**src/rtl/gfx_pkg.sv**
```systemverilog
// Shared types and helpers for the drawing command engine.
// Assumes: byte addressed framebuffer, coordinates and sizes of 16 bits.
package gfx_pkg;

    localparam logic [31:0] HDR_FILL     = 32'h0941_0000;
    localparam logic [7:0]  HDR_COPY_OP  = 8'h0D;
    localparam logic [5:0]  HDR_COPY_FIX = 6'b010001;

    typedef enum logic {
        OP_FILL = 1'b0,
        OP_COPY = 1'b1
    } op_e;

    typedef enum logic [1:0] {
        EX_IDLE = 2'd0,
        EX_FILL = 2'd1,
        EX_CRD  = 2'd2,
        EX_CWR  = 2'd3
    } ex_state_e;

    typedef struct packed {
        op_e         op;
        logic        xrev;
        logic        yrev;
        logic [31:0] a0;
        logic [31:0] a1;
        logic [31:0] a2;
    } cmd_t;

    // Byte address of a pixel from its coordinates and the surface layout.
    function automatic logic [31:0] pix_addr(input logic [31:0] base,
                                             input logic [15:0] stride,
                                             input logic [16:0] x,
                                             input logic [16:0] y,
                                             input logic        wide);
        logic [31:0] lin;
        lin = 32'(y) * 32'(stride) + 32'(x);
        return base + (wide ? {lin[30:0], 1'b0} : lin);
    endfunction

endpackage

```
**src/rtl/gfx_cmd_fifo.sv**
```systemverilog
// Command word queue with free-slot count.
// Writes into a full queue are dropped and latch a sticky overflow flag.
// Assumes: DEPTH >= 2; the reader pops only when the queue is not empty.
module gfx_cmd_fifo #(
    parameter int DEPTH = 8,
    parameter int W     = 32,
    localparam int CW   = $clog2(DEPTH + 1),
    localparam int PW   = $clog2(DEPTH)
) (
    input  logic          clk,
    input  logic          rst_n,
    input  logic          wr_en,
    input  logic [W-1:0]  wr_data,
    input  logic          rd_en,
    output logic [W-1:0]  rd_data,
    output logic          empty,
    output logic [CW-1:0] free_slots,
    output logic          overflow
);

    logic [W-1:0]  slot [DEPTH];
    logic [PW-1:0] wptr, rptr;
    logic [CW-1:0] cnt;
    logic          full, wr_ok, rd_ok;

    assign full       = (cnt == CW'(DEPTH));
    assign empty      = (cnt == '0);
    assign wr_ok      = wr_en && !full;
    assign rd_ok      = rd_en && !empty;
    assign rd_data    = slot[rptr];
    assign free_slots = CW'(DEPTH) - cnt;

    // One storage register per slot, loaded when the write pointer selects it.
    for (genvar g = 0; g < DEPTH; g++) begin : g_slot
        always_ff @(posedge clk) begin
            if (wr_ok && wptr == PW'(g)) slot[g] <= wr_data;
        end
    end

    // Pointer, occupancy and overflow flag bookkeeping.
    always_ff @(posedge clk) begin
        if (!rst_n) begin
            wptr     <= '0;
            rptr     <= '0;
            cnt      <= '0;
            overflow <= 1'b0;
        end else begin
            if (wr_ok) wptr <= (wptr == PW'(DEPTH - 1)) ? '0 : wptr + 1'b1;
            if (rd_ok) rptr <= (rptr == PW'(DEPTH - 1)) ? '0 : rptr + 1'b1;
            if (wr_ok && !rd_ok)      cnt <= cnt + 1'b1;
            else if (rd_ok && !wr_ok) cnt <= cnt - 1'b1;
            if (wr_en && full) overflow <= 1'b1;
        end
    end


    fifo_count_range_chk: assert property (@(posedge clk) disable iff (!rst_n)
        cnt <= CW'(DEPTH));


    full_write_drop_chk: assert property (@(posedge clk) disable iff (!rst_n)
        (full && wr_en && !rd_en) |=> (cnt == CW'(DEPTH) && overflow));

endmodule

```
**src/rtl/gfx_cmd_parser.sv**
```systemverilog
// Turns the command word stream into complete commands.
// Decodes the header, collects the argument words, then holds the command
// until the drawing unit takes it. Unknown headers are dropped and flagged.
// Assumes: the queue's read data is valid whenever it is not empty.
module gfx_cmd_parser
    import gfx_pkg::*;
(
    input  logic        clk,
    input  logic        rst_n,
    input  logic        q_empty,
    input  logic [31:0] q_data,
    output logic        q_pop,
    output logic        cmd_valid,
    output cmd_t        cmd,
    input  logic        cmd_ready,
    output logic        bad_hdr,
    output logic        collecting
);

    logic [1:0]  need;
    logic [1:0]  idx;
    logic        pend;
    op_e         op_q;
    logic        xrev_q, yrev_q;
    logic [31:0] arg0, arg1, arg2;
    logic        is_fill, is_copy;

    assign is_fill = (q_data == HDR_FILL);
    assign is_copy = (q_data[31:24] == HDR_COPY_OP) &&
                     (q_data[23:18] == HDR_COPY_FIX) &&
                     (q_data[15:0] == 16'h0);

    assign q_pop      = !q_empty && !pend;
    assign cmd_valid  = pend;
    assign collecting = pend || (need != 2'd0);
    assign cmd        = '{op: op_q, xrev: xrev_q, yrev: yrev_q,
                          a0: arg0, a1: arg1, a2: arg2};

    // Header decode and argument collection state.
    always_ff @(posedge clk) begin
        if (!rst_n) begin
            need    <= 2'd0;
            idx     <= 2'd0;
            pend    <= 1'b0;
            op_q    <= OP_FILL;
            xrev_q  <= 1'b0;
            yrev_q  <= 1'b0;
            arg0    <= '0;
            arg1    <= '0;
            arg2    <= '0;
            bad_hdr <= 1'b0;
        end else begin
            if (pend && cmd_ready) pend <= 1'b0;
            if (q_pop) begin
                if (need == 2'd0) begin
                    idx <= 2'd0;
                    if (is_fill) begin
                        need   <= 2'd2;
                        op_q   <= OP_FILL;
                        xrev_q <= 1'b0;
                        yrev_q <= 1'b0;
                    end else if (is_copy) begin
                        need   <= 2'd3;
                        op_q   <= OP_COPY;
                        xrev_q <= q_data[16];
                        yrev_q <= q_data[17];
                    end else begin
                        bad_hdr <= 1'b1;
                    end
                end else begin
                    case (idx)
                        2'd0:    arg0 <= q_data;
                        2'd1:    arg1 <= q_data;
                        default: arg2 <= q_data;
                    endcase
                    idx  <= idx + 1'b1;
                    need <= need - 1'b1;
                    if (need == 2'd1) pend <= 1'b1;
                end
            end
        end
    end


    bad_header_flag_chk: assert property (@(posedge clk) disable iff (!rst_n)
        (q_pop && need == 2'd0 && !is_fill && !is_copy) |=> (bad_hdr && need == 2'd0));


    cmd_hold_chk: assert property (@(posedge clk) disable iff (!rst_n)
        (cmd_valid && !cmd_ready) |=> (cmd_valid && $stable(cmd)));

endmodule

```
**src/rtl/gfx_draw_exec.sv**
```systemverilog
// Rectangle walker: scans a fill or copy pixel by pixel in the direction
// the command asks for, clips against the window and drives the memory port.
// Fill writes one pixel per cycle; a copy spends a read cycle and a write cycle.
// Assumes: the register bank is not rewritten while a command runs;
// memory read data arrives in the cycle after the read request.
module gfx_draw_exec
    import gfx_pkg::*;
#(
    parameter int AW = 24
) (
    input  logic          clk,
    input  logic          rst_n,
    input  logic          cmd_valid,
    input  cmd_t          cmd,
    output logic          cmd_ready,
    input  logic [31:0]   base,
    input  logic [15:0]   stride,
    input  logic [15:0]   fg,
    input  logic          wide,
    input  logic [15:0]   xmin,
    input  logic [15:0]   xmax,
    input  logic [15:0]   ymin,
    input  logic [15:0]   ymax,
    output logic          mem_en,
    output logic          mem_we,
    output logic [AW-1:0] mem_addr,
    output logic [15:0]   mem_wdata,
    input  logic [15:0]   mem_rdata,
    output logic          busy,
    output logic          wr_phase
);

    ex_state_e   st;
    logic [15:0] sx, sy, dx, dy, w, h, i, j;
    logic        xrev, yrev;
    logic [15:0] xo, yo, nxt_i, nxt_j;
    logic [16:0] px, py, qx, qy;
    logic        in_clip, last;
    logic [31:0] dst_a, src_a;
    logic [31:0] c_dst, c_size;

    // Scan offsets, pixel coordinates and loop bounds for the current step.
    always_comb begin
        xo      = xrev ? (w - 16'd1 - i) : i;
        yo      = yrev ? (h - 16'd1 - j) : j;
        px      = {1'b0, dx} + {1'b0, xo};
        py      = {1'b0, dy} + {1'b0, yo};
        qx      = {1'b0, sx} + {1'b0, xo};
        qy      = {1'b0, sy} + {1'b0, yo};
        in_clip = (px >= {1'b0, xmin}) && (px <= {1'b0, xmax}) &&
                  (py >= {1'b0, ymin}) && (py <= {1'b0, ymax});
        last    = (i == w - 16'd1) && (j == h - 16'd1);
        nxt_i   = (i == w - 16'd1) ? 16'd0 : i + 16'd1;
        nxt_j   = (i == w - 16'd1) ? j + 16'd1 : j;
        dst_a   = pix_addr(base, stride, px, py, wide);
        src_a   = pix_addr(base, stride, qx, qy, wide);
    end

    // Argument roles differ between the two command kinds.
    assign c_dst  = (cmd.op == OP_COPY) ? cmd.a1 : cmd.a0;
    assign c_size = (cmd.op == OP_COPY) ? cmd.a2 : cmd.a1;

    assign cmd_ready = (st == EX_IDLE);
    assign busy      = (st != EX_IDLE);
    assign wr_phase  = (st == EX_CWR);

    // Memory port drive for the current state.
    always_comb begin
        mem_en    = 1'b0;
        mem_we    = 1'b0;
        mem_addr  = dst_a[AW-1:0];
        mem_wdata = wide ? fg : {8'h00, fg[7:0]};
        case (st)
            EX_FILL: begin
                mem_en = in_clip;
                mem_we = in_clip;
            end
            EX_CRD: begin
                mem_en   = in_clip;
                mem_addr = src_a[AW-1:0];
            end
            EX_CWR: begin
                mem_en    = 1'b1;
                mem_we    = 1'b1;
                mem_wdata = wide ? mem_rdata : {8'h00, mem_rdata[7:0]};
            end
            default: ;
        endcase
    end

    // Command acceptance and pixel scan sequencing.
    always_ff @(posedge clk) begin
        if (!rst_n) begin
            st   <= EX_IDLE;
            sx   <= '0;
            sy   <= '0;
            dx   <= '0;
            dy   <= '0;
            w    <= '0;
            h    <= '0;
            i    <= '0;
            j    <= '0;
            xrev <= 1'b0;
            yrev <= 1'b0;
        end else begin
            case (st)
                EX_IDLE: if (cmd_valid) begin
                    sx   <= cmd.a0[15:0];
                    sy   <= cmd.a0[31:16];
                    dx   <= c_dst[15:0];
                    dy   <= c_dst[31:16];
                    w    <= c_size[15:0];
                    h    <= c_size[31:16];
                    xrev <= cmd.xrev;
                    yrev <= cmd.yrev;
                    i    <= '0;
                    j    <= '0;
                    if (c_size[15:0] != 16'd0 && c_size[31:16] != 16'd0)
                        st <= (cmd.op == OP_COPY) ? EX_CRD : EX_FILL;
                end
                EX_FILL: begin
                    i <= nxt_i;
                    j <= nxt_j;
                    if (last) st <= EX_IDLE;
                end
                EX_CRD: begin
                    if (in_clip) begin
                        st <= EX_CWR;
                    end else begin
                        i <= nxt_i;
                        j <= nxt_j;
                        if (last) st <= EX_IDLE;
                    end
                end
                default: begin
                    i  <= nxt_i;
                    j  <= nxt_j;
                    st <= last ? EX_IDLE : EX_CRD;
                end
            endcase
        end
    end


    zero_size_idle_chk: assert property (@(posedge clk) disable iff (!rst_n)
        (st == EX_IDLE && cmd_valid &&
         (c_size[15:0] == 16'd0 || c_size[31:16] == 16'd0)) |=> (st == EX_IDLE && !mem_en));


    copy_write_after_read_chk: assert property (@(posedge clk) disable iff (!rst_n)
        (st == EX_CWR) |-> ($past(st) == EX_CRD && $past(mem_en) && !$past(mem_we)));

endmodule

```
**src/rtl/gfx_cmd_engine.sv**
```systemverilog
// Top of the drawing command engine: register bank, command queue,
// command parser and rectangle walker, plus the status word.
// Assumes: registers are written only while the engine is idle.
module gfx_cmd_engine
    import gfx_pkg::*;
#(
    parameter int FIFO_DEPTH = 8,
    parameter int AW         = 24,
    parameter int SCREEN_W   = 640,
    parameter int SCREEN_H   = 480,
    localparam int CW        = $clog2(FIFO_DEPTH + 1)
) (
    input  logic          clk,
    input  logic          rst_n,
    input  logic          reg_we,
    input  logic [2:0]    reg_sel,
    input  logic [31:0]   reg_wdata,
    input  logic          cmd_we,
    input  logic [31:0]   cmd_wdata,
    output logic [CW-1:0] free_slots,
    output logic [31:0]   status,
    output logic          mem_en,
    output logic          mem_we,
    output logic          mem_wide,
    output logic [AW-1:0] mem_addr,
    output logic [15:0]   mem_wdata,
    input  logic [15:0]   mem_rdata
);

    logic [31:0] r_base;
    logic [15:0] r_stride, r_fg, r_xmin, r_xmax, r_ymin, r_ymax;
    logic        r_wide;

    logic        q_empty, q_pop, q_ovf;
    logic [31:0] q_data;
    logic        cmd_valid, cmd_ready, bad_hdr, collecting;
    cmd_t        cmd;
    logic        ex_busy, ex_wr;

    // Host register bank with full-screen reset window.
    always_ff @(posedge clk) begin
        if (!rst_n) begin
            r_base   <= '0;
            r_stride <= 16'(SCREEN_W);
            r_fg     <= '0;
            r_wide   <= 1'b0;
            r_xmin   <= '0;
            r_xmax   <= 16'(SCREEN_W - 1);
            r_ymin   <= '0;
            r_ymax   <= 16'(SCREEN_H - 1);
        end else if (reg_we) begin
            case (reg_sel)
                3'd0: r_base   <= reg_wdata;
                3'd1: r_stride <= reg_wdata[15:0];
                3'd2: r_fg     <= reg_wdata[15:0];
                3'd3: r_wide   <= reg_wdata[15];
                3'd4: r_xmin   <= reg_wdata[15:0];
                3'd5: r_xmax   <= reg_wdata[15:0];
                3'd6: r_ymin   <= reg_wdata[15:0];
                default: r_ymax <= reg_wdata[15:0];
            endcase
        end
    end

    gfx_cmd_fifo #(.DEPTH(FIFO_DEPTH), .W(32)) u_fifo (
        .clk        (clk),
        .rst_n      (rst_n),
        .wr_en      (cmd_we),
        .wr_data    (cmd_wdata),
        .rd_en      (q_pop),
        .rd_data    (q_data),
        .empty      (q_empty),
        .free_slots (free_slots),
        .overflow   (q_ovf)
    );

    gfx_cmd_parser u_parser (
        .clk        (clk),
        .rst_n      (rst_n),
        .q_empty    (q_empty),
        .q_data     (q_data),
        .q_pop      (q_pop),
        .cmd_valid  (cmd_valid),
        .cmd        (cmd),
        .cmd_ready  (cmd_ready),
        .bad_hdr    (bad_hdr),
        .collecting (collecting)
    );

    gfx_draw_exec #(.AW(AW)) u_exec (
        .clk       (clk),
        .rst_n     (rst_n),
        .cmd_valid (cmd_valid),
        .cmd       (cmd),
        .cmd_ready (cmd_ready),
        .base      (r_base),
        .stride    (r_stride),
        .fg        (r_fg),
        .wide      (r_wide),
        .xmin      (r_xmin),
        .xmax      (r_xmax),
        .ymin      (r_ymin),
        .ymax      (r_ymax),
        .mem_en    (mem_en),
        .mem_we    (mem_we),
        .mem_addr  (mem_addr),
        .mem_wdata (mem_wdata),
        .mem_rdata (mem_rdata),
        .busy      (ex_busy),
        .wr_phase  (ex_wr)
    );

    assign mem_wide = r_wide;

    // Status word: busy bits in mask 0x131 and two sticky error flags.
    assign status = {bad_hdr, q_ovf, 21'd0, ex_wr, 2'd0,
                     collecting, !q_empty, 3'd0, ex_busy};


    mem_busy_chk: assert property (@(posedge clk) disable iff (!rst_n)
        mem_en |-> ((status & 32'h0000_0131) != 32'd0));

endmodule

```
**config.mk**
```make
export PLATFORM = sky130hd
export DESIGN_NAME = gfx_cmd_engine
export DESIGN_NICKNAME = d
export VERILOG_FILES = /design/src/rtl/gfx_pkg.sv /design/src/rtl/gfx_cmd_fifo.sv /design/src/rtl/gfx_cmd_parser.sv /design/src/rtl/gfx_draw_exec.sv /design/src/rtl/gfx_cmd_engine.sv
export SDC_FILE = /design/constraint.sdc
export NUM_CORES = 2
export LEC_CHECK = 0
export BUFFER_PORTS_ARGS = -buffer_cell sky130_fd_sc_hd__buf_2
export CORE_MARGIN = 2
export CORE_UTILIZATION = 45
export CTS_CLUSTER_DIAMETER = 150
export DETAILED_ROUTE_END_ITERATION = 16
export GPL_ROUTABILITY_DRIVEN = 1
export SYNTH_ARGS = -nofsm -noshare
export SYNTH_HDL_FRONTEND = slang
export SYNTH_HIERARCHICAL = 1
export SYNTH_SLANG_ARGS = --single-unit
export TNS_END_PERCENT = 50
```
**constraint.sdc**
```tcl
create_clock -name clk -period 14.4 [get_ports clk]
set_input_delay 2.16 -clock clk [delete_from_list [all_inputs] [get_ports clk]]
set_output_delay 2.16 -clock clk [all_outputs]
set_load 0.05 [all_outputs]
```
## Word-level counts from Yosys, hierarchy flattened

Memories as Yosys holds them, arrays and structs flattened. A register that Yosys moved wholly into a read port is not among the register bits.
Cells that the tools add are included.
W data, S select, Z words.

| cells by class | value |
|---|---|
| add/sub/neg operators | 21 |
| multiply operators | 2 |
| divide/modulo/power cells | 0 |
| $lt $le $gt $ge | 4 |
| equality and inequality tests | 29 |
| shift operators | 0 |
| multiplexer cells | 83 |
| bitwise operators | 5 |
| reductions and logical operators | 68 |

Operators by type and width:

| operator | number |
|---|---|
| $mux W32 | 9 |
| $reduce_or A32 Y1 | 7 |
| $mux W16 | 10 |
| $mux W24 | 3 |
| $add A16 B16 Y17 | 4 |
| $pmux W16 S2 | 2 |
| $add A24 B17 Y24 | 2 |
| $add A24 B24 Y24 | 2 |
| $mul A17 B16 Y24 | 2 |
| $ge A17 B16 Y1 | 2 |
| $le A17 B16 Y1 | 2 |
| $mux W1 | 33 |
| $mux W3 | 11 |
| $add A16 B1 Y16 const B | 2 |
| $eq A16 B16 Y1 | 2 |
| $eq A32 B28 Y1 const B | 1 |
| $reduce_bool A16 Y1 | 2 |
| $sub A16 B1 Y16 const B | 2 |
| $sub A16 B16 Y16 | 2 |
| $eq A3 B3 Y1 const B | 8 |
| $reduce_and A2 Y1 | 12 |
| $logic_and A1 B1 Y1 | 22 |
| $mux W2 | 10 |
| $logic_not A16 Y1 | 1 |
| other kinds (30) | 59 |

| storage, ports and cells | value |
|---|---|
| bits in registers | 369 |
| bits in latches | 0 |
| bits in writable memories | 256 |
| ROM bits | 0 |
| input bits | 87 |
| output and inout port bits | 79 |
| memories | 1 |

Memories:

| memory | words | width | rd ports | clocked after Yosys merged registers in | write ports | RTL line | text |
|---|---|---|---|---|---|---|---|
| u_fifo.slot | 8 | 32 | 1 | 1 | 1 | gfx_cmd_fifo.sv:21 | `logic [W-1:0] slot [DEPTH];` |

## Longest topological paths before layout

| depth | value |
|---|---|
| depth after elaboration | 14 |
| gate-level depth with buffers | 54 |

## Cells and area by module

The synthesis kept the hierarchy.

By module, submodules not included:

| module | times used | cells an instance | area an instance (sq um) | sequential area each (sq um) |
|---|---|---|---|---|
| gfx_draw_exec | 1 | 3545 | 29420.7 | 2642.5 |
| gfx_cmd_fifo | 1 | 459 | 10606.4 | 7967.6 |
| gfx_cmd_engine | 1 | 509 | 5152.4 | 2582.5 |
| gfx_cmd_parser | 1 | 488 | 4116.4 | 2102.0 |

## Least setup slack after synthesis

Ideal clock, no wire load.

| path | value |
|---|---|
| path type | register to output |
| from | register u_exec.h[0] |
| to | output port mem_addr[23] |
| arrival | 11234 ps |
| data required time | 12240 ps |
| path slack | 1006 ps |
| cell stages (with the launch flop) | 53 |
| buffers on the path | 1 |
| path through | dfxtp_1 inv_1 ha_1 inv_1 ha_1 nor2b_1 o21ai_0 a21boi_1 o21ai_0 a21boi_1 o21ai_0 a21boi_1 o21ai_0 nand2b_1 a31oi_1 xnor2_1 nand2_1 o21ai_0 (+17 left out) inv_1 ha_1 a21oi_1 nor2b_1 nor3_1 a22oi_1 xor2_1 mux4_2 ha_1 o21a_1 o21ai_0 nand2b_1 and2_1 o21ai_0 o21bai_1 a21oi_1 xnor2_1 xnor2_1 |

| on the way | value |
|---|---|
| longest elaborated chain between the ends | 9 |

Ends and longest elaborated chain:

| item | RTL line | text |
|---|---|---|
| from (decl) | gfx_draw_exec.sv:34 | `logic [15:0] sx, sy, dx, dy, w, h, i, j;` |
| from (signal assigned) | gfx_draw_exec.sv:113 | `h <= c_size[31:16];` |
| $sub A16 B1 Y16 (*) | gfx_draw_exec.sv:45 | `yo = yrev ? (h - 16'd1 - j) : j;` |
| $sub A16 B16 Y16 (*) | gfx_draw_exec.sv:45 |  |
| $mux W16 (*) | gfx_draw_exec.sv:45 |  |
| $add A16 B16 Y17, on equally long branches | gfx_draw_exec.sv:47, gfx_draw_exec.sv:49 |  |
| $mul A17 B16 Y24 | gfx_pkg.sv:37 | `lin = 32'(y) * 32'(stride) + 32'(x);` |
| $add A24 B17 Y24 | gfx_pkg.sv:37 |  |
| $mux W24 | gfx_pkg.sv:38 | `return base + (wide ? {lin[30:0], 1'b0} : lin);` |
| $add A24 B24 Y24 | gfx_pkg.sv:38 |  |
| $mux W24 (*) | gfx_draw_exec.sv:73 | `case (st)` |
| to (decl) | gfx_cmd_engine.sv:25 | `output logic [AW-1:0] mem_addr,` |

Mark *: on every way between the ends. The rest lies on a longest branch, timed or not.

## Final worst setup path

| path | value |
|---|---|
| from | register u_exec.h[1] |
| to | output port mem_addr[23] |

Same word-level chain as after synthesis.

==> results.py <==
metrics = {
    "status": {
        "outcome": "finished, final reports clean",
    },
    "grt": {
        "grt_use_met2_pct": 39.10,
        "antenna_found_initial": 2,
        "overflow": 0,
        "grt_max_degree": 109,
        "grt_pass1_vias": 34640,
        "grt_pass1_wl_um": 198800,
        "globalRouteMet3Util_pct": 2.980,
        "met1_usage_pct": 30.34,
        "grt.busiest_layer": "met2",
        "grt_usage_pct": 22.67,
    },
    "job": {
        "maxCapViolations": 0,
    },
    "die": {
        "die_x_um": 334.0,
        "die_h_um": 334.0,
        "die_area_mm2": 0.1115,
        "initial_utilization_pct": 45.20,
        "coreArea_mm2": 0.1084,
        "pin_count": 166,
        "rows": 121,
    },
    "synthesis": {
        "syn_inst": 4969,
        "yosysWarningCount": 6,
        "synthesis.area_mm2": 0.04900,
        "synth_area_per_cell_um2": 9.860,
    },
    "worst_hold_path": {
        "hold_path_class": "reg -> reg",
        "worstHoldStart": "r_ymin[13]",
        "holdPathStages": 2,
        "holdPathEnd": "r_ymin[13]",
    },
    "cts": {
        "clkLatencyLatePin_ns": 0.65,
        "cts_root_buf": "clkbuf_16",
        "cts_buffer_depth": 3,
        "htreeDepth": 3,
        "numCtsBuffers": 71,
        "numClockSinks": 628,
        "clk_pin_slew_ns": 0.06,
        "cts_tree": "yes",
        "holdBufCountCts": 0,
    },
    "route": {
        "dr.pass1.iters": 5,
        "ant_nets": 0,
        "drc": 0,
        "wl_per_cell_um": 19.45,
        "via_count": 34550,
        "wl_um": 126400,
        "dr.first_iter.drc_count": 1974,
        "vias_per_cell": 5.317,
    },
    "worst_setup_path": {
        "critPathRequiredTime_ns": 12.24,
        "r2r_start": "u_exec/w[0]",
        "crit_arrival_ns": 11.68,
        "endpoint_kind": "primary output",
        "path_max_fanout": 15,
        "path_class": "reg -> out",
        "r2r_cells": 31,
        "rrSetupSlack_ns": 6.19,
        "start_kind": "register",
        "critPathMaxStageDelay_ns": 0.54,
        "r2r_end": "u_exec/j[10]",
        "crit_slowest_cell": "fa_1",
    },
    "finish": {
        "layout.nets": 5848,
        "layout_common_cells": "nand2_1, inv_1, fa_1",
        "fin_area_mm2": 0.05385,
        "drive_gt1_share_pct": 10.96,
        "final_common_cell": "nand2_1",
        "utilization_pct": 49.67,
        "nFillCells": 10090,
        "syn_to_final_growth_pct": 9.898,
    },
    "power_and_ir_drop": {
        "total_power_w": 0.004453,
        "vdd_ir_drop_max_mv": 0.1561,
        "power_density_mw_per_mm2": 82.70,
        "leakagePower_nw": 22.66,
    },
    "sta": {
        "fmax_mhz": 72.25,
        "grt_setup_unrepaired": "yes",
        "setup_violations": 0,
        "setup_ws_ns": 0.5597,
        "finalCritPeriodShare_pct": 96.11,
        "period_minus_slack_ns": 13.84,
        "whs_ns": 0.4570,
        "worst_slew_pin_slew_ns": 1.268,
        "final_max_slew_viol_count": 0,
        "final-hold-violation-count": 0,
        "clock_skew_ns": 0.04145,
        "slew-limit-headroom_pct": 15.34,
    },
    "placed_design": {
        "post-place-ws_ns": 0.3476,
        "placed_area_mm2": 0.05099,
        "place_hpwl_um": 93690,
        "gp_congestion": 0.8694,
        "io_buffers": 131,
    },
}
metrics by stage:
stage	setup TNS [ns]	std cells
2_1_floorplan	0	4994
3_3_place_gp	0	6356
3_5_place_dp	0	6356
4_1_cts	0	6484
5_1_grt	-0.04854	6496
6_report	0	6499
timing repair:
item / in CTS / in global routing
pin swaps: 2 / 24
resized for setup: 16 / 83
setup buffers: 1 / 12
endpoints found under the setup margin: 2 / 9
flip-flops by register name, summed over array words and instances, names as in the netlist, 24 cells and up, named ones only:
register	count
u_parser/arg0	32
r_base	24
u_parser/arg2	32
u_fifo/slot	256
u_parser/arg1	32
layer usage:
layer	vias up	part of all wire [%]	routed length, um
met4	2	2.1	2713
met2	700	49	61590
met1	17160	45	56600
li1	16530	-	-
met5	-	0.010	13
met3	163	4.3	5486
critical path, delay by kind of cell (launching register included):
kind	cells	cell delay [ns]
XOR/XNOR	4	0.62
flip-flops	1	0.36
buffers and inverters	9	0.88
AO/OA/AOI/OAI	19	2.91
multiplexers	1	0.49
adder cells (fa/ha/maj)	11	4.46
AND/OR/NAND/NOR	9	1.30
worst max-delay path by stage:
| stage | end | start | depth (start not counted) |
|---|---|---|---|
| after detailed placement | mem_addr[23] | u_exec/h[0] | 52 |
| after global routing | mem_addr[23] | u_exec/h[5] | 50 |
| final | mem_addr[23] | u_exec/h[1] | 53 |
| after global placement | mem_addr[23] | u_exec/h[0] | 52 |
| after CTS | mem_addr[23] | u_exec/h[0] | 53 |
| after floorplan | mem_addr[23] | u_exec/h[0] | 52 |
area by class of cell:
class	instances	area (um^2)	share of cell area (%)
Clock inverter	37	417.9	0.7761
Multi-Input combinational cell	3396	30510	56.67
Clock buffer	90	1909	3.546
Timing Repair Buffer	231	1450	2.693
Tap cell	1414	1769	3.286
Sequential cell	628	15150	28.14
Inverter	700	2628	4.880
Antenna cell	3	7.507	0.01394
power by group:
part / internal, W / switching (W)
Clock: 0.00104 / 0.000763
Sequential: 0.00191 / 0.0000572
Combinational: 0.000283 / 0.000394
Total: 0.00324 / 0.00121
No activity file was read; power rests on OpenSTA's default activity.
